File: src/rtl/acc_alu_pkg.sv
package acc_alu_pkg;
  localparam int DW = 8;
  localparam int NIB = 4;

  typedef enum logic [3:0] {
    OP_ADD  = 4'd0,
    OP_LINK = 4'd1,
    OP_INC  = 4'd2,
    OP_DEC  = 4'd3,
    OP_DADD = 4'd4,
    OP_AND  = 4'd5,
    OP_OR   = 4'd6,
    OP_XOR  = 4'd7,
    OP_COM  = 4'd8,
    OP_CMP  = 4'd9,
    OP_SHR1 = 4'd10,
    OP_SHL1 = 4'd11,
    OP_SHR4 = 4'd12,
    OP_SHL4 = 4'd13,
    OP_RSV0 = 4'd14,
    OP_RSV1 = 4'd15
  } alu_op_e;

  typedef struct packed {
    logic ovf;
    logic zero;
    logic carry;
    logic sign;
  } alu_flags_t;
endpackage

File: src/rtl/alu_rst_sync.sv
module alu_rst_sync #(
  parameter int STAGES = 2
) (
  input  logic clk,
  input  logic rst_n,
  output logic rst_sync_n
);
  logic [STAGES-1:0] sync_q;

  always_ff @(posedge clk or negedge rst_n) begin
    if (!rst_n) sync_q <= '0;
    else        sync_q <= {sync_q[STAGES-2:0], 1'b1};
  end

  assign rst_sync_n = sync_q[STAGES-1];
endmodule

File: src/rtl/alu_adder.sv
module alu_adder #(
  parameter int W = 8
) (
  input  logic [W-1:0] x,
  input  logic [W-1:0] y,
  input  logic         ci,
  output logic [W-1:0] sum,
  output logic         c_into_msb,
  output logic         c_out
);
  logic [W-1:0] low_sum;
  logic [W:0]   full_sum;

  assign low_sum    = {1'b0, x[W-2:0]} + {1'b0, y[W-2:0]} + {{(W-1){1'b0}}, ci};
  assign full_sum   = {1'b0, x} + {1'b0, y} + {{W{1'b0}}, ci};
  assign c_into_msb = low_sum[W-1];
  assign c_out      = full_sum[W];
  assign sum        = full_sum[W-1:0];
endmodule

File: src/rtl/alu_bcd.sv
module alu_bcd #(
  parameter int W   = 8,
  parameter int NIB = 4
) (
  input  logic [W-1:0] x,
  input  logic [W-1:0] y,
  output logic [W-1:0] sum,
  output logic         c_out
);
  localparam int DIGITS = W / NIB;

  logic [DIGITS:0] dig_c;
  assign dig_c[0] = 1'b0;

  for (genvar g = 0; g < DIGITS; g++) begin : g_digit
    logic [NIB:0] raw;
    assign raw = {1'b0, x[g*NIB +: NIB]} + {1'b0, y[g*NIB +: NIB]}
               + (NIB+1)'(6) + {{NIB{1'b0}}, dig_c[g]};
    assign dig_c[g+1] = raw[NIB];
    assign sum[g*NIB +: NIB] = raw[NIB] ? raw[NIB-1:0] : (raw[NIB-1:0] - NIB'(6));
  end

  assign c_out = dig_c[DIGITS];
endmodule

File: src/rtl/alu_logic.sv
module alu_logic
  import acc_alu_pkg::*;
#(
  parameter int W  = 8,
  parameter int SH = 4
) (
  input  alu_op_e      op,
  input  logic [W-1:0] a,
  input  logic [W-1:0] b,
  output logic [W-1:0] res
);
  always_comb begin
    case (op)
      OP_AND:  res = a & b;
      OP_OR:   res = a | b;
      OP_XOR:  res = a ^ b;
      OP_COM:  res = ~a;
      OP_SHR1: res = a >> 1;
      OP_SHL1: res = a << 1;
      OP_SHR4: res = a >> SH;
      OP_SHL4: res = a << SH;
      default: res = a;
    endcase
  end
endmodule

File: src/rtl/acc_alu.sv
module acc_alu
  import acc_alu_pkg::*;
(
  input  logic          clk,
  input  logic          rst_n,
  input  logic          op_valid_i,
  input  logic [3:0]    op_code_i,
  input  logic [DW-1:0] acc_i,
  input  logic [DW-1:0] opnd_i,
  input  logic          carry_i,
  output logic          res_valid_o,
  output logic [DW-1:0] result_o,
  output logic          acc_we_o,
  output logic          flag_we_o,
  output logic          ovf_o,
  output logic          zero_o,
  output logic          carry_o,
  output logic          sign_o
);
  alu_op_e       op;
  logic          rst_sync_n;
  logic [DW-1:0] add_x, add_y, add_sum, bcd_sum, lgc_res, res_d;
  logic          add_ci, add_c7, add_co, bcd_co;
  logic          is_arith, is_dec, is_shr, is_defined;
  alu_flags_t    flags_d, flags_q;
  logic          acc_we_d, flag_we_d;
  logic          vld_q, acc_we_q, flag_we_q;
  logic [DW-1:0] res_q;

  assign op = alu_op_e'(op_code_i);

  alu_rst_sync #(.STAGES(2)) u_rst (
    .clk(clk), .rst_n(rst_n), .rst_sync_n(rst_sync_n)
  );

  // operand steering into the shared binary adder
  always_comb begin
    add_x  = acc_i;
    add_y  = opnd_i;
    add_ci = 1'b0;
    case (op)
      OP_LINK: begin add_y = '0; add_ci = carry_i; end
      OP_INC:  begin add_y = '0; add_ci = 1'b1; end
      OP_DEC:  begin add_x = opnd_i; add_y = '1; end
      OP_CMP:  begin add_x = opnd_i; add_y = ~acc_i; add_ci = 1'b1; end
      default: ;
    endcase
  end

  alu_adder #(.W(DW)) u_add (
    .x(add_x), .y(add_y), .ci(add_ci),
    .sum(add_sum), .c_into_msb(add_c7), .c_out(add_co)
  );

  alu_bcd #(.W(DW), .NIB(NIB)) u_bcd (
    .x(acc_i), .y(opnd_i), .sum(bcd_sum), .c_out(bcd_co)
  );

  alu_logic #(.W(DW), .SH(NIB)) u_lgc (
    .op(op), .a(acc_i), .b(opnd_i), .res(lgc_res)
  );

  always_comb begin
    is_arith   = (op == OP_ADD) || (op == OP_LINK) || (op == OP_INC)
              || (op == OP_DEC) || (op == OP_CMP);
    is_dec     = (op == OP_DADD);
    is_shr     = (op == OP_SHR1) || (op == OP_SHR4);
    is_defined = (op != OP_RSV0) && (op != OP_RSV1);

    if (is_arith)    res_d = add_sum;
    else if (is_dec) res_d = bcd_sum;
    else             res_d = lgc_res;

    flags_d.carry = is_arith ? add_co : (is_dec ? bcd_co : 1'b0);
    flags_d.ovf   = (is_arith || is_dec) ? (add_c7 ^ add_co) : 1'b0;
    flags_d.zero  = (res_d == '0);
    flags_d.sign  = is_shr ? 1'b1 : ~res_d[DW-1];

    flag_we_d = is_defined;
    acc_we_d  = is_defined && (op != OP_CMP);
  end

  always_ff @(posedge clk or negedge rst_sync_n) begin
    if (!rst_sync_n) begin
      vld_q     <= 1'b0;
      res_q     <= '0;
      flags_q   <= '0;
      acc_we_q  <= 1'b0;
      flag_we_q <= 1'b0;
    end else begin
      vld_q <= op_valid_i;
      if (op_valid_i) begin
        res_q     <= res_d;
        flags_q   <= flags_d;
        acc_we_q  <= acc_we_d;
        flag_we_q <= flag_we_d;
      end
    end
  end

  assign res_valid_o = vld_q;
  assign result_o    = res_q;
  assign acc_we_o    = acc_we_q;
  assign flag_we_o   = flag_we_q;
  assign ovf_o       = flags_q.ovf;
  assign zero_o      = flags_q.zero;
  assign carry_o     = flags_q.carry;
  assign sign_o      = flags_q.sign;
endmodule

File: config.mk
export PLATFORM = sky130hd
export DESIGN_NAME = acc_alu
export DESIGN_NICKNAME = d
export VERILOG_FILES = /design/src/rtl/acc_alu_pkg.sv /design/src/rtl/alu_rst_sync.sv /design/src/rtl/alu_adder.sv /design/src/rtl/alu_bcd.sv /design/src/rtl/alu_logic.sv /design/src/rtl/acc_alu.sv
export SDC_FILE = /design/constraint.sdc
export NUM_CORES = 1
export LEC_CHECK = 0
export CAP_MARGIN = 30
export CORE_MARGIN = 3
export CORE_UTILIZATION = 52
export CTS_CLUSTER_SIZE = 14
export DETAILED_ROUTE_END_ITERATION = 7
export GPL_ROUTABILITY_DRIVEN = 0
export GPL_TIMING_DRIVEN = 0
export PLACE_DENSITY = 0.88
export SYNTH_ARGS = -nofsm -noshare
export SYNTH_HDL_FRONTEND = slang
export SYNTH_HIERARCHICAL = 1
export SYNTH_SLANG_ARGS = --single-unit
File: constraint.sdc
create_clock -name clk -period 0.8 [get_ports clk]
set_clock_uncertainty 0.1 [all_clocks]
set_input_delay 0.16 -clock clk [delete_from_list [all_inputs] [get_ports clk]]
set_output_delay 0.16 -clock clk [all_outputs]
set_load 0.005 [all_outputs]
Word-level counts from Yosys, hierarchy flattened
Cells that the tools add are included.
Storage, ports and cells
  output and inout port bits: 15
  logic and storage cells: 67
  bits in registers: 17
Operators by class
  multiplexer cells: 12
  bitwise operators: 6
  equality and inequality tests: 16
  reduce and logical (&&, ||, !) cells: 13
  add/sub/neg operators: 11
Operators with widths (count)
  one-hot mux 8 bit (8 select lines): 1
  == test 4 bit, second input constant: 6
  two-way mux 8 bit: 3
  one-hot mux 8 bit (3 select lines): 1
  == test 4 x 3 -> 1 bit, second input constant: 4
  inequality test 4 bit, second input constant: 3
  adder 4 x 4 -> 5 bit: 2
  adder 5 x 3 -> 5 bit, second input constant: 2
  adder 8 x 8 -> 9 bit: 1
  adder 9 x 1 -> 9 bit: 1
  adder 7 x 7 -> 8 bit: 1
  adder 8 x 1 -> 8 bit: 1
  AND 8 bit: 1
  == test 4 x 2 -> 1 bit, second input constant: 2
  logical NOT 8 bit: 1
  two-way mux 4 bit: 2
  NOT 8 bit: 1
  OR 8 bit: 1
  subtractor 4 x 3 -> 4 bit, second input constant: 2
  XOR 8 bit: 1
  logical OR 1 bit: 6
  OR reduction 2 bit: 3
  adder 5 x 1 -> 5 bit: 1
  == test 4 x 1 -> 1 bit, second input constant: 1
  other kinds (6): 10

Depth between registers and ports, before layout
  depth in word-level cells: 9
  gate-level depth with buffers: 18
  mapped depth without buffers: 18

Cells and area by module
The synthesis kept the hierarchy.
By module, submodules not included
  acc_alu: sequential area each 375.4 um^2, times used 1, area an instance 1262.5 um^2, cells each 160
  alu_logic: sequential area each 0.0 um^2, times used 1, area an instance 997.2 um^2, cells each 144
  alu_bcd: sequential area each 0.0 um^2, times used 1, area an instance 494.2 um^2, cells each 58
  alu_adder: sequential area each 0.0 um^2, times used 1, area an instance 361.6 um^2, cells each 43
  alu_rst_sync: sequential area each 50.0 um^2, times used 1, area an instance 53.8 um^2, cells each 3

Worst setup path after synthesis
OpenSTA, ideal clock, no wires.
  path kind: input to register
  start: input port opnd_i[2]
  end: register flags_q, in the netlist zero_o
  required time: 0.636 ns
  library setup time: 0.064 ns
  slack: -2.992 ns
  data arrival time: 3.628 ns
  stages: 17
  path through: inv_1 -> ha_1 -> inv_1 -> ha_1 -> a211o_1 -> o21ai_2 -> xor2_2 -> inv_1 -> fa_1 -> ha_1 -> fa_1 -> ha_1 -> mux2_4 -> nor4_1 -> nand3_1 -> a21oi_1 -> a21o_1
Between the ends
  cells in the longest elaborated chain, start to end: 8
Ends and longest elaborated chain
  from (decl): line acc_alu.sv:9  | input logic [DW-1:0] opnd_i,
  adder 4 x 4 -> 5 bit (*): line alu_bcd.sv:17  | assign raw = {1'b0, x[g*NIB +: NIB]} + {1'b0, y[g*NIB +: NIB]}
  adder 5 x 3 -> 5 bit (*): line alu_bcd.sv:18  | + (NIB+1)'(6) + {{NIB{1'b0}}, dig_c[g]};
  adder 5 x 1 -> 5 bit (*): line alu_bcd.sv:18
  subtractor 4 x 3 -> 4 bit: line alu_bcd.sv:20  | assign sum[g*NIB +: NIB] = raw[NIB] ? raw[NIB-1:0] : (raw[NIB-1:0] - NIB'(6));
  two-way mux 4 bit (*): line alu_bcd.sv:20
  net bcd_sum[6]: line acc_alu.sv:22  | logic [DW-1:0] add_x, add_y, add_sum, bcd_sum, lgc_res, res_d;
  two-way mux 8 bit (*): line acc_alu.sv:71  | else if (is_dec) res_d = bcd_sum;
  two-way mux 8 bit (*): line acc_alu.sv:70  | if (is_arith) res_d = add_sum;
  logical NOT 8 bit (*): line acc_alu.sv:76  | flags_d.zero = (res_d == '0);
  to (signal assigned): line acc_alu.sv:94  | flags_q <= flags_d;
  to (decl): line acc_alu.sv:25  | alu_flags_t flags_d, flags_q;
The timed path passes the listed nets; every way through them passes the cells marked *.
A chain may end at the register's enable or synchronous reset.

Worst setup path after layout
  start: input port acc_i[2]
  end: register flags_q, in the netlist zero_o
Between the ends
  cells in the longest elaborated chain, start to end: 8
Ends and longest elaborated chain
  from (decl): line acc_alu.sv:8  | input logic [DW-1:0] acc_i,
  adder 4 x 4 -> 5 bit (*): line alu_bcd.sv:17
  adder 5 x 3 -> 5 bit (*): line alu_bcd.sv:18
  adder 5 x 1 -> 5 bit (*): line alu_bcd.sv:18
  subtractor 4 x 3 -> 4 bit: line alu_bcd.sv:20
  two-way mux 4 bit (*): line alu_bcd.sv:20
  net bcd_sum[7]: line acc_alu.sv:22
  two-way mux 8 bit (*): line acc_alu.sv:71
  two-way mux 8 bit (*): line acc_alu.sv:70
  logical NOT 8 bit (*): line acc_alu.sv:76
Marks and branches as above.

==> results by stage <==
STA:
- The shortest clock period the worst path allows after layout is between 3000 and 4000 ps.
- Final hold analysis gives a worst-case slack of -47.1 ps.
- The setup violation total in the final timing report is 29.
- The normalized max-slew margin is 0.664.
- The worst path setup slack after routing is -2940 ps.
- The final number of max-transition violations is 0.
- The fraction of the cycle the final worst path needs is 4.67.
- Setup repair after global routing could not meet its margin everywhere.
- The hold violation count in the final report was 2.
- The slew at the pin with the worst max-slew slack is 504 ps.
- Based on the critical path, the design can be clocked at up to 267 MHz.
- After routing, the total negative slack on setup checks comes to -29230 ps.

Cells and area:
- The net count of the finished layout is 549.
- The growth of design area from synthesis to finish is 37.3%.
- The diode insertion count for antenna repair is 0.
- Of the cells placed in the final design, the portion with a size suffix greater than 1 is 0.345.
- The number of fillers in the final layout is ~370.
- The finished cells cover 0.00435 mm².
- The final cell count without fillers is about 550.

CTS:
- Counting every sink on the clock net gives 17.
- Clock-pin slew was measured on the worst setup and hold paths at ~70 ps.
- The clock tree from TritonCTS is done.
- At the later pin of the worst-skew pair, clock insertion delay measures 260 ps.
- Counting along the longest clock path gives a buffer depth of 2.
- The clock root buffer master is sky130_fd_sc_hd__clkbuf_8.
- The number of buffers inserted during clock tree synthesis is 3.
- In this run the number of H-tree levels came out at 1.

Worst setup path:
- The critical path contains buffers and inverters numbering 4 combined.
- The classification of the worst setup path is in -> reg.
- The arrival time of the worst setup path is between 3000 and 4000 ps.
- The largest incremental delay on the critical path is roughly 570 ps.
- The endpoint identified for the worst register-to-register timing path is result_o[1]$_DFFE_PN0P_.
- The critical path startpoint is acc_i[2].
- STA classifies the critical path startpoint as an input pin.
- The biggest fanout along the worst timing path is 2.
- The most frequent cell on the critical path is sky130_fd_sc_hd__ha_4.
- The required time of the critical path is 900 ps.
- The worst register-to-register path begins at result_o[1]$_DFFE_PN0P_.
- The internal reg-to-reg setup slack is -200 ps.
- The cell with the biggest individual delay on the critical path is sky130_fd_sc_hd__fa_2.
- Walking the worst path, the cells encountered are buf_12 -> inv_6 -> ha_4 -> inv_2 -> ha_4 -> a211o_1 -> o21ai_2 -> xor2_2 -> inv_2 -> fa_2 -> ha_4 -> fa_2 -> ha_4 -> a21oi_2 -> xnor2_2 -> nor4_1 -> nand3_2 -> a21oi_2 -> a21o_1.
- The type of destination of the critical path is a register.
- The gate family responsible for the most delay along the worst path is adder cells.
- The worst-case reg-to-reg path depth is 4.

Place:
- Including well taps, the total number of placed cells is 517.
- The wire-length estimate of the detail-placed layout is 7510 µm.
- Buffers placed on the I/O ports in this run total 37.
- The placed standard-cell area is 0.00384 mm².

Global routing:
- The via count of the first global-routing pass is 3620.
- For this run the aggregate overflow at the end of global routing stands at 0.
- The overall fraction of global-route tracks in use is 0.313.
- The number of antenna violations at the first check in global routing is 0.
- The maximum number of pins on one net before global-route repair is 16.
- The first global-routing pass estimated approximately 18000 µm of wire.

Synth:
- After synthesis the netlist holds a flip-flop and latch count of 17.
- For this run, the register share of the synthesized area comes to 0.134.
- In this run the mean area of a mapped cell was 7.77 µm².
- Of all flip-flops after synthesis, the portion carrying an async set or reset was 1.00.
- The cell count after synthesis is 408.
- The Yosys step of the flow raised 6 warnings.
- The synthesized design spends more area on one cell type than any other, namely sky130_fd_sc_hd__ha_1.
- Yosys mapped a number of flops with a built-in enable equal to 0.
- The share of the synthesized area in the top cell type is 0.150.
- The number of distinct library cells after synthesis is 71.
- The netlist area before placement is 0.00317 mm².
- In the post-synthesis netlist, the biggest area contributors are sky130_fd_sc_hd__ha_1, sky130_fd_sc_hd__dfrtp_1, sky130_fd_sc_hd__inv_1.
- For this run, the leading register cell type out of synthesis is sky130_fd_sc_hd__dfrtp_1.
- Synthesis produced a netlist with a net count of 475.

Routing:
- The antenna violation net count after detailed routing is 0.
- The final wirelength is ~12000 µm.
- The first detailed-routing pass took 6 iterations.
- The routed layout has between 3000 and 4000 vias.
- The average wire per standard cell is between 20 and 25 µm.
- For this run, design rule violations remaining after detail routing come to 0.
- The DRC violation total after the first TritonRoute iteration is 714.
- The detailed-route vias per instance is 6.87.

Min path:
- In this run the worst hold path is classified as in -> async.

Run status:
- The final reports fail on hold timing, setup timing.
- The run finished, with violations left.

Floorplan:
- The vertical extent of the die is about 84 µm.
- The die width is approximately 84 µm.
- The effective utilization at floorplan is 0.555.
- 39 I/O pins were placed.
- The die covers between 0.007 and 0.008 mm².
- The site row count is 27.
- The area inside the core boundary is 0.00571 mm².

Power:
- In this run the static leakage power is 2.01 nW.
- Total power for the finished layout comes to 5.62 mW.
- The power per cell area is 1290 mW/mm².
- The worst voltage drop across the vdd grid is 1.22 mV.

Flow run:
- The number of max-cap violations is 0.
## flip-flops by register name (all words and copies together), names as in the netlist
| register | flops |
|---|---|
| acc_we_o | 1 |
| carry_o | 1 |
| flag_we_o | 1 |
| ovf_o | 1 |
| res_valid_o | 1 |
| result_o | 8 |
| sign_o | 1 |
| u_rst/sync_q | 2 |
| zero_o | 1 |
## layout by cell type, fill, tap and decap left out, types with 10 or more instances in the layout
master	netlist	final
sky130_fd_sc_hd__nand2_1	30	27
sky130_fd_sc_hd__inv_1	53	42
sky130_fd_sc_hd__mux2_2	12	10
sky130_fd_sc_hd__a21o_1	13	13
sky130_fd_sc_hd__ha_1	38	27
sky130_fd_sc_hd__buf_2	10	26
sky130_fd_sc_hd__nor2_1	14	12
sky130_fd_sc_hd__o21ai_0	28	25
sky130_fd_sc_hd__a21oi_1	16	11
sky130_fd_sc_hd__buf_4	1	29
sky130_fd_sc_hd__dfrtp_1	17	16
## cells in the mapped netlist (2+ instances only)
cell,instances
sky130_fd_sc_hd__inv_1,53
sky130_fd_sc_hd__ha_1,38
sky130_fd_sc_hd__nand2_1,30
sky130_fd_sc_hd__o21ai_0,28
sky130_fd_sc_hd__dfrtp_1,17
sky130_fd_sc_hd__a21oi_1,16
sky130_fd_sc_hd__nor2_1,14
sky130_fd_sc_hd__a21o_1,13
sky130_fd_sc_hd__and3_1,13
sky130_fd_sc_hd__mux2_2,12
sky130_fd_sc_hd__a22oi_1,10
sky130_fd_sc_hd__buf_2,10
sky130_fd_sc_hd__o22ai_1,10
sky130_fd_sc_hd__a2bb2oi_1,9
sky130_fd_sc_hd__xnor2_1,8
sky130_fd_sc_hd__a31oi_1,7
sky130_fd_sc_hd__clkbuf_1,7
sky130_fd_sc_hd__nor2b_1,7
sky130_fd_sc_hd__nor4_1,7
sky130_fd_sc_hd__nor3_1,6
sky130_fd_sc_hd__xor2_1,6
sky130_fd_sc_hd__fa_1,5
sky130_fd_sc_hd__nand2b_1,5
sky130_fd_sc_hd__nand3_1,5
sky130_fd_sc_hd__o32a_1,4
sky130_fd_sc_hd__a221oi_1,3
sky130_fd_sc_hd__a311o_1,3
sky130_fd_sc_hd__a32oi_1,3
sky130_fd_sc_hd__buf_6,3
sky130_fd_sc_hd__o2bb2ai_1,3
sky130_fd_sc_hd__or3_1,3
sky130_fd_sc_hd__a21oi_2,2
sky130_fd_sc_hd__a41oi_1,2
sky130_fd_sc_hd__and2_4,2
sky130_fd_sc_hd__buf_1,2
sky130_fd_sc_hd__nand4_1,2
sky130_fd_sc_hd__nor3b_1,2
sky130_fd_sc_hd__o211ai_1,2
sky130_fd_sc_hd__o21a_1,2
sky130_fd_sc_hd__o21ai_1,2
sky130_fd_sc_hd__o311a_1,2
## stage by stage
stage / hold slack (ps) / utilization / setup slack (ps)
final: -47.1 / 0.762 / -2940
after global routing: -51.9 / 0.762 / -3030
after CTS: -41.4 / 0.741 / -2930
after detailed placement: 161 / 0.672 / -4030
after global placement: 150 / 0.672 / -3940
after floorplan: -236 / - / -2770
## layout make-up
cell class	instances	area, µm²	area share
Tap cell	72	90.1	0.0207
Timing Repair Buffer	69	578	0.133
Clock inverter	1	5.00	0.00115
Sequential cell	17	427	0.0981
Multi-Input combinational cell	313	2750	0.633
Clock buffer	3	41.3	0.00949
Buffer	23	220	0.0506
Inverter	55	235	0.0541
## cells by family after synthesis
family / share of synthesized area
xor gates and xnor gates: 0.0438
muxes: 0.0505
and+or+nand+nor: 0.182
AOI/OAI and AO/OA: 0.302
other: 0.00118
adders and majority gates: 0.182
DFF: 0.134
buffers and inverters: 0.105
## worst reg2reg max path, cell delays in order (launching register included)
cell,delay (ps)
sky130_fd_sc_hd__dfrtp_1,380
sky130_fd_sc_hd__buf_4,130
sky130_fd_sc_hd__buf_4,120
sky130_fd_sc_hd__inv_1,50
sky130_fd_sc_hd__o22ai_1,80
## power by group
part	internal (mW)	switching, mW	total, mW
clock network	0.347	0.321	0.668
logic	1.87	2.04	3.91
registers	0.973	0.0730	1.05
total	3.19	2.44	5.62
## layer usage
metal  track usage  share of wire  vias to the layer above
met2         0.516           0.47                      334
met5             0              0                        -
met1         0.387           0.36                     1723
met3        0.0681           0.11                       99
li1              -              -                     1642
met4         0.140          0.054                        0
## how the worst max path moves through the flow
stage | end | slack, ps | depth (start not counted)
finish | zero_o$_DFFE_PN0P_ | -2940 | 19
global route | zero_o$_DFFE_PN0P_ | -3030 | 18
CTS | zero_o$_DFFE_PN0P_ | -2930 | 18
detailed placement | sign_o$_DFFE_PN0P_ | -4030 | 18
global placement | sign_o$_DFFE_PN0P_ | -3940 | 18
floorplan | zero_o$_DFFE_PN0P_ | -2770 | 17
## repair_timing
action,CTS,global route
buffers inserted,24,7
hold endpoints to repair,2,3
gates resized for setup,179,19
pin swaps,26,13
setup endpoints to repair,29,44
gates cloned,2,0
Note: power is estimated with default switching activity, not from simulation.
